<file path="config.mk">
export PLATFORM = sky130hd
export DESIGN_NAME = alu8_core
export DESIGN_NICKNAME = d
export VERILOG_FILES = /design/src/rtl/alu8_pkg.sv /design/src/rtl/alu8_addsub.sv /design/src/rtl/alu8_shift.sv /design/src/rtl/alu8_mul.sv /design/src/rtl/alu8_core.sv
export SDC_FILE = /design/constraint.sdc
export NUM_CORES = 1
export LEC_CHECK = 0
export ABC_AREA = 0
export BUFFER_PORTS_ARGS = -buffer_cell sky130_fd_sc_hd__buf_2
export CAP_MARGIN = 25
export CORE_ASPECT_RATIO = 0.9
export CORE_MARGIN = 2
export CORE_UTILIZATION = 60
export DETAILED_ROUTE_END_ITERATION = 16
export PLACE_DENSITY = 0.81
export SLEW_MARGIN = 20
export SYNTH_ARGS = -nofsm -noshare
export SYNTH_HDL_FRONTEND = slang
export SYNTH_SLANG_ARGS = --single-unit
</file>
<file path="constraint.sdc">
create_clock -name vclk -period 7.9
set_input_delay 0.79 -clock vclk [all_inputs]
set_output_delay 0.79 -clock vclk [all_outputs]
set_load 0.005 [all_outputs]
</file>
<file path="src/rtl/alu8_pkg.sv">
package alu8_pkg;

   typedef enum logic [4:0] {
      OP_ADD  = 5'd0,  OP_ADC  = 5'd1,  OP_SUB  = 5'd2,  OP_SBC  = 5'd3,
      OP_CMP  = 5'd4,  OP_NEG  = 5'd5,  OP_AND  = 5'd6,  OP_OR   = 5'd7,
      OP_XOR  = 5'd8,  OP_TST  = 5'd9,  OP_INC  = 5'd10, OP_DEC  = 5'd11,
      OP_RLC  = 5'd12, OP_RRC  = 5'd13, OP_RL   = 5'd14, OP_RR   = 5'd15,
      OP_SLA  = 5'd16, OP_SRA  = 5'd17, OP_SLL  = 5'd18, OP_SRL  = 5'd19,
      OP_RLCA = 5'd20, OP_RRCA = 5'd21, OP_RLA  = 5'd22, OP_RRA  = 5'd23,
      OP_MUL  = 5'd24
   } alu_op_e;

   localparam int FL_C  = 0;
   localparam int FL_N  = 1;
   localparam int FL_PV = 2;
   localparam int FL_X  = 3;
   localparam int FL_H  = 4;
   localparam int FL_Y  = 5;
   localparam int FL_Z  = 6;
   localparam int FL_S  = 7;

   typedef enum logic [1:0] {
      LG_AND = 2'd0,
      LG_OR  = 2'd1,
      LG_XOR = 2'd2
   } logic_fn_e;

   function automatic logic [7:0] pack_flags(input logic s, input logic z,
                                             input logic y, input logic h,
                                             input logic x, input logic pv,
                                             input logic n, input logic c);
      logic [7:0] f;
      f        = '0;
      f[FL_S]  = s;
      f[FL_Z]  = z;
      f[FL_Y]  = y;
      f[FL_H]  = h;
      f[FL_X]  = x;
      f[FL_PV] = pv;
      f[FL_N]  = n;
      f[FL_C]  = c;
      return f;
   endfunction

endpackage

</file>
<file path="src/rtl/alu8_addsub.sv">
module alu8_addsub #(
   parameter int W = 8
) (
   input  logic [W-1:0] x_i,
   input  logic [W-1:0] y_i,
   input  logic         cin_i,
   input  logic         sub_i,
   output logic [W-1:0] sum_o,
   output logic         cout_o,
   output logic         half_o,
   output logic         ovf_o
);
   localparam int HB = W / 2;

   logic [W:0] ext;
   logic [W:0] xe, ye, ce;

   assign xe = {1'b0, x_i};
   assign ye = {1'b0, y_i};
   assign ce = {{W{1'b0}}, cin_i};

   always_comb begin
      if (sub_i) ext = xe - ye - ce;
      else       ext = xe + ye + ce;
   end

   assign sum_o  = ext[W-1:0];
   assign cout_o = ext[W];

   logic [W-1:0] mix;
   assign mix    = x_i ^ y_i ^ sum_o;
   assign half_o = mix[HB];

   logic [W-1:0] ov_add, ov_sub;
   assign ov_add = ~(x_i ^ y_i) & (y_i ^ sum_o);
   assign ov_sub = (x_i ^ y_i) & (x_i ^ sum_o);
   assign ovf_o  = sub_i ? ov_sub[W-1] : ov_add[W-1];
endmodule

</file>
<file path="src/rtl/alu8_shift.sv">
module alu8_shift #(
   parameter int W = 8
) (
   input  logic [W-1:0] val_i,
   input  logic         cin_i,
   input  logic [2:0]   kind_i,
   output logic [W-1:0] res_o,
   output logic         cout_o
);
   always_comb begin
      case (kind_i)
         3'd0: begin res_o = {val_i[W-2:0], val_i[W-1]}; cout_o = val_i[W-1]; end
         3'd1: begin res_o = {val_i[0], val_i[W-1:1]};   cout_o = val_i[0];   end
         3'd2: begin res_o = {val_i[W-2:0], cin_i};      cout_o = val_i[W-1]; end
         3'd3: begin res_o = {cin_i, val_i[W-1:1]};      cout_o = val_i[0];   end
         3'd4: begin res_o = {val_i[W-2:0], 1'b0};       cout_o = val_i[W-1]; end
         3'd5: begin res_o = {val_i[W-1], val_i[W-1:1]}; cout_o = val_i[0];   end
         3'd6: begin res_o = {val_i[W-2:0], 1'b1};       cout_o = val_i[W-1]; end
         default: begin res_o = {1'b0, val_i[W-1:1]};    cout_o = val_i[0];   end
      endcase
   end
endmodule

</file>
<file path="src/rtl/alu8_mul.sv">
module alu8_mul #(
   parameter int W     = 8,
   parameter int STYLE = 1
) (
   input  logic [W-1:0]   a_i,
   input  logic [W-1:0]   b_i,
   output logic [2*W-1:0] p_o
);
   localparam int PW = 2 * W;

   generate
      if (STYLE == 0) begin : g_op
         assign p_o = PW'(a_i) * PW'(b_i);
      end else begin : g_array
         logic [PW-1:0] part [0:W];
         assign part[0] = '0;
         for (genvar i = 0; i < W; i++) begin : g_row
            logic [PW-1:0] addend;
            assign addend    = b_i[i] ? (PW'(a_i) << i) : '0;
            assign part[i+1] = part[i] + addend;
         end
         assign p_o = part[W];
      end
   endgenerate
endmodule

</file>
<file path="src/rtl/alu8_core.sv">
module alu8_core #(
   parameter int DATA_W    = 8,
   parameter int OP_W      = 5,
   parameter int MUL_STYLE = 1
) (
   input  logic [OP_W-1:0]     op_i,
   input  logic [DATA_W-1:0]   acc_i,
   input  logic [DATA_W-1:0]   opd_i,
   input  logic [7:0]          flags_i,
   output logic [DATA_W-1:0]   res_o,
   output logic [7:0]          flags_o,
   output logic                acc_we_o,
   output logic [2*DATA_W-1:0] prod_o,
   output logic                pair_we_o
);
   import alu8_pkg::*;

   localparam int LAST_OP = 24;

   generate
      if (DATA_W != 8) begin : g_bad_width
         $error("alu8_core: flag layout requires DATA_W == 8");
      end
      if (OP_W < 5) begin : g_bad_op
         $error("alu8_core: OP_W too small for the operation set");
      end
      if (MUL_STYLE != 0 && MUL_STYLE != 1) begin : g_bad_mul
         $error("alu8_core: MUL_STYLE must be 0 or 1");
      end
   endgenerate

   logic [4:0] opc;
   assign opc = op_i[4:0];

   logic cin;
   assign cin = flags_i[FL_C];

   // add/subtract operand selection
   logic [DATA_W-1:0] as_x, as_y, as_sum;
   logic as_cin, as_sub, as_cout, as_half, as_ovf;

   always_comb begin
      as_x   = acc_i;
      as_y   = opd_i;
      as_cin = 1'b0;
      as_sub = 1'b0;
      case (opc)
         OP_ADC: as_cin = cin;
         OP_SUB, OP_CMP: as_sub = 1'b1;
         OP_SBC: begin as_sub = 1'b1; as_cin = cin; end
         OP_NEG: begin as_x = '0; as_y = acc_i; as_sub = 1'b1; end
         OP_INC: as_y = DATA_W'(1);
         OP_DEC: begin as_y = DATA_W'(1); as_sub = 1'b1; end
         default: ;
      endcase
   end

   alu8_addsub #(.W(DATA_W)) addsub_i (
      .x_i(as_x), .y_i(as_y), .cin_i(as_cin), .sub_i(as_sub),
      .sum_o(as_sum), .cout_o(as_cout), .half_o(as_half), .ovf_o(as_ovf)
   );

   // bitwise logic
   logic [DATA_W-1:0] lg_res;
   logic_fn_e lg_fn;
   always_comb begin
      case (opc)
         OP_OR:   lg_fn = LG_OR;
         OP_XOR:  lg_fn = LG_XOR;
         default: lg_fn = LG_AND;
      endcase
      case (lg_fn)
         LG_OR:   lg_res = acc_i | opd_i;
         LG_XOR:  lg_res = acc_i ^ opd_i;
         default: lg_res = acc_i & opd_i;
      endcase
   end

   // rotate and shift; accumulator forms reuse kinds 0..3
   logic [4:0] sh_idx;
   logic [DATA_W-1:0] sh_res;
   logic sh_cout;
   assign sh_idx = opc - 5'd12;

   alu8_shift #(.W(DATA_W)) shift_i (
      .val_i(acc_i), .cin_i(cin), .kind_i(sh_idx[2:0]),
      .res_o(sh_res), .cout_o(sh_cout)
   );

   alu8_mul #(.W(DATA_W), .STYLE(MUL_STYLE)) mul_i (
      .a_i(acc_i), .b_i(opd_i), .p_o(prod_o)
   );

   // result and flag assembly
   logic [DATA_W-1:0] val;
   logic val_zero, val_par;
   always_comb begin
      res_o     = acc_i;
      flags_o   = flags_i;
      acc_we_o  = 1'b0;
      pair_we_o = 1'b0;
      val       = acc_i;
      if (opc <= OP_NEG || opc == OP_INC || opc == OP_DEC) begin
         val = as_sum;
      end else if (opc <= OP_TST) begin
         val = lg_res;
      end else if (opc <= OP_RRA) begin
         val = sh_res;
      end
      val_zero = (val == '0);
      val_par  = ~^val;

      case (opc)
         OP_ADD, OP_ADC, OP_SUB, OP_SBC, OP_CMP, OP_NEG: begin
            flags_o = pack_flags(val[7], val_zero, val[5], as_half, val[3],
                                 as_ovf, as_sub, as_cout);
            if (opc != OP_CMP) begin
               res_o    = val;
               acc_we_o = 1'b1;
            end
         end
         OP_INC, OP_DEC: begin
            flags_o  = pack_flags(val[7], val_zero, val[5], as_half, val[3],
                                  as_ovf, as_sub, cin);
            res_o    = val;
            acc_we_o = 1'b1;
         end
         OP_AND, OP_OR, OP_XOR, OP_TST: begin
            flags_o = pack_flags(val[7], val_zero, val[5],
                                 (opc == OP_AND) || (opc == OP_TST),
                                 val[3], val_par, 1'b0, 1'b0);
            if (opc != OP_TST) begin
               res_o    = val;
               acc_we_o = 1'b1;
            end
         end
         OP_RLC, OP_RRC, OP_RL, OP_RR, OP_SLA, OP_SRA, OP_SLL, OP_SRL: begin
            flags_o  = pack_flags(val[7], val_zero, val[5], 1'b0, val[3],
                                  val_par, 1'b0, sh_cout);
            res_o    = val;
            acc_we_o = 1'b1;
         end
         OP_RLCA, OP_RRCA, OP_RLA, OP_RRA: begin
            flags_o  = pack_flags(flags_i[FL_S], flags_i[FL_Z], val[5], 1'b0,
                                  val[3], flags_i[FL_PV], 1'b0, sh_cout);
            res_o    = val;
            acc_we_o = 1'b1;
         end
         OP_MUL: pair_we_o = 1'b1;
         default: ;
      endcase
      if (32'(opc) > LAST_OP) begin
         pair_we_o = 1'b0;
      end
   end
endmodule

</file>
==> tab_implementation.tex <==
\begin{tabular}{lr}
\hline
Metric & Value \\
\hline
\multicolumn{2}{l}{\textbf{Layout}} \\
\quad Number of nets in the layout & 764 \\
\quad Most common cell after layout, fill and taps aside & inv\_1 \\
\quad Finished Core Util & 65.80\% \\
\quad Leading cell types in the layout, fill and taps excluded & 75 x inv\_1, 73 x ha\_1, 69 x nand2\_1, 63 x buf\_2, 52 x nor2\_1 \\
\quad Count of flip-flops and latches & 0 \\
\quad Clock Buffer Count & 0 \\
\quad Register cell area after layout & 0 sq um \\
\quad Area occupied by multi-input gates & 3915 sq um \\
\quad Number of diodes & 0 \\
\quad Ratio of cells with drive above 1 in the final layout & 12.46\% \\
\quad Area overhead of the layout relative to synthesis & 6.901\% \\
\quad Number of non-filler instances in the completed layout & 711 \\
\quad Filler Cells Inserted & 631 \\
\multicolumn{2}{l}{\textbf{Global routing}} \\
\quad Via count of the first global-routing pass & 4146 \\
\quad Global route overflow & 0 \\
\quad Antenna violations before repair & 0 \\
\quad Pin count of the biggest net entering global routing & 25 \\
\quad Global-route usage over all layers & 29.38\% \\
\quad Wire length of the first global-routing pass & 19460 microns \\
\multicolumn{2}{l}{\textbf{Critical path}} \\
\quad Launching element type of the critical path & input port \\
\quad Buffers plus inverters on the worst setup path & 4 \\
\quad Stage delay of the slowest cell on the critical path & 0.57 ns \\
\quad Category of the worst setup path capture point & output port \\
\quad Crit-path leading delay family & simple AND/OR/NAND/NOR gates \\
\quad Critical path, cell by cell & buf\_2 -> nor2b\_2 -> nand3\_1 -> mux2i\_1 -> and2\_1 -> inv\_1 -> fa\_1 -> fa\_1 -> a21o\_1 -> a21oi\_1 -> o31ai\_1 -> mux2i\_1 -> nor3\_1 -> inv\_1 -> ha\_1 -> xnor2\_1 -> xnor2\_1 -> nor2\_1 -> a21oi\_1 -> nand3\_1 -> buf\_2 \\
\quad Worst Path Max Fanout & 24 \\
\quad Critical path data required time & 7.11 ns \\
\quad Data arrival time of the critical path & 5.68 ns \\
\quad Kind of critical path & in2out \\
\quad CP max-delay cell & nand3\_1 \\
\multicolumn{2}{l}{\textbf{Drt}} \\
\quad Routed WL & 11350 microns \\
\quad Number of DRC markers in iteration 0 & 427 \\
\quad Routed wire per std cell & 15.96 microns \\
\quad Detail Route Antenna Nets & 0 \\
\quad Final routed DRC violation total & 0 \\
\quad Per-cell via count in the routed design & 6.076 \\
\quad Via count & 4320 \\
\quad Number of iterations in the first detailed-routing pass & 5 \\
\multicolumn{2}{l}{\textbf{Floorplanning}} \\
\quad Row cnt & 29 \\
\quad Die span in y & 84.62 microns \\
\quad Effective utilization at floorplan & 61.55\% \\
\quad Chip width & 93.58 microns \\
\quad Total I/O pin count & 63 \\
\quad Core Area & 7039 sq um \\
\quad Die outline area & 7918 sq um \\
\multicolumn{2}{l}{\textbf{Placement}} \\
\quad Detail Placement HPWL & 9282 microns \\
\quad Global placer's final weighted congestion & 0.9569 \\
\quad Port Buffer Count & 63 \\
\quad DP Cell Count & 711 \\
\quad Dpl ws & 1.437 ns \\
\multicolumn{2}{l}{\textbf{Logic synthesis}} \\
\quad Number of warning messages in the yosys log & 0 \\
\quad Post-synthesis instance area & 4333 sq um \\
\quad Mean cell area of the mapped netlist & 7.407 sq um \\
\quad Count of unique library cells instantiated by Yosys & 66 \\
\quad Synthesized instance count & 585 \\
\quad Share of synthesized area occupied by flip-flops and latches & 0\% \\
\quad Nets in the synthesized netlist & 729 \\
\multicolumn{2}{l}{\textbf{Run status}} \\
\quad Status & finished, final reports clean \\
\multicolumn{2}{l}{\textbf{CTS}} \\
\quad Setup repair bufs after CTS & 0 \\
\quad Gates resized, CTS repair & 0 \\
\quad Hold buffer count at CTS & 0 \\
\multicolumn{2}{l}{\textbf{Timing}} \\
\quad Crit share post-route & 81.91\% \\
\quad Highest clock rate & 154.5 MHz \\
\quad Max-Slew Margin vs Limit & 50.17\% \\
\quad Time the worst path needs with I/O delays and setup & 6.471 ns \\
\quad Setup repair after global routing missed its margin & no \\
\quad Final count of hold timing violations & 0 \\
\quad Setup slack of the critical path after layout & 1.429 ns \\
\quad Sum of negative setup slack & 0 ns \\
\quad Setup violation total in the final timing report & 0 \\
\quad Actual transition at the worst max-transition pin & 0.7454 ns \\
\quad Slew Viols, Final & 0 \\
\multicolumn{2}{l}{\textbf{Hold path}} \\
\quad Worst min-delay path category & in2out \\
\multicolumn{2}{l}{\textbf{Pwr}} \\
\quad Leakage power figure & 2.470 nW \\
\quad Peak ir drop on the vdd network & 0.1854 mV \\
\quad Pwr/cell area & 141.6 nW/um\^{}2 \\
\multicolumn{2}{l}{\textbf{Run}} \\
\quad Max-cap violations & 0 \\
\hline
\end{tabular}
[power by group]
part	internal (mW)	switching, mW
clock network	0	0
logic	0.301	0.355
registers	0	0
total	0.301	0.355
[final timing paths]
| check | startpoint | end | depth (start not counted) |
|---|---|---|---|
| worst min-delay path | flags_i[3] | flags_o[3] | 4 |
| worst max-delay path | op_i[0] | flags_o[2] | 21 |
[synthesized netlist by cell type (all sizes together), types with 4 or more instances]
| library cell | count | area (sq um) |
|---|---|---|
| a211oi | 11 | 87.58 |
| a21o | 8 | 60.06 |
| a21oi | 33 | 168.9 |
| a2bb2oi | 5 | 43.79 |
| a31oi | 7 | 43.79 |
| and3 | 4 | 25.02 |
| buf | 12 | 65.06 |
| clkbuf | 18 | 67.56 |
| fa | 42 | 840.8 |
| ha | 73 | 913.4 |
| inv | 76 | 285.3 |
| mux2i | 12 | 120.1 |
| nand2 | 70 | 270.3 |
| nand2b | 7 | 43.79 |
| nand3 | 18 | 90.09 |
| nor2 | 53 | 201.5 |
| nor2b | 6 | 40.04 |
| nor3 | 7 | 35.03 |
| o211ai | 8 | 60.06 |
| o21a | 5 | 37.54 |
| o21ai | 31 | 155.2 |
| o31ai | 7 | 57.55 |
| or2 | 4 | 25.03 |
| xnor2 | 20 | 175.2 |
| xor2 | 5 | 43.79 |
[logic make-up (layout without fill, tap and decap cells)]
group / count (synthesis) / after routing / synth area share (%)
AND/OR/NAND/NOR: 186 / 186 / 19.72
AO/OA/AOI/OAI: 141 / 141 / 22.32
adder cells (fa/ha/maj): 115 / 115 / 40.49
buffers and inverters: 106 / 139 / 9.645
XOR/XNOR: 25 / 25 / 5.053
multiplexers: 12 / 12 / 2.772
[per-stage QoR]
step	power (mW)	instance area, sq um	hold WS, ns
final	0.6560	4632	1.853
after global routing	0.7369	4632	1.874
after CTS	0.6552	4632	1.849
after detailed placement	0.6502	4632	1.846
after global placement	0.6292	4632	1.838
after floorplan	0.4725	4333	1.669
[metal layers]
metal / routed length [microns] / track usage (%) / up-vias
met2: 5201 / 47.09 / 222
met5: 0 / 0 / -
met3: 1040 / 2.693 / 24
met4: 133 / 3.557 / 0
li1: - / - / 2070
met1: 4973 / 44.44 / 2004
[layout make-up]
cell class / instances / area share [%]
Inverter: 76 / 6.159
Timing Repair Buffer: 63 / 6.807
Tap cell: 93 / 2.512
Multi-Input combinational cell: 479 / 84.52
Power figures use the tool's default switching activity.
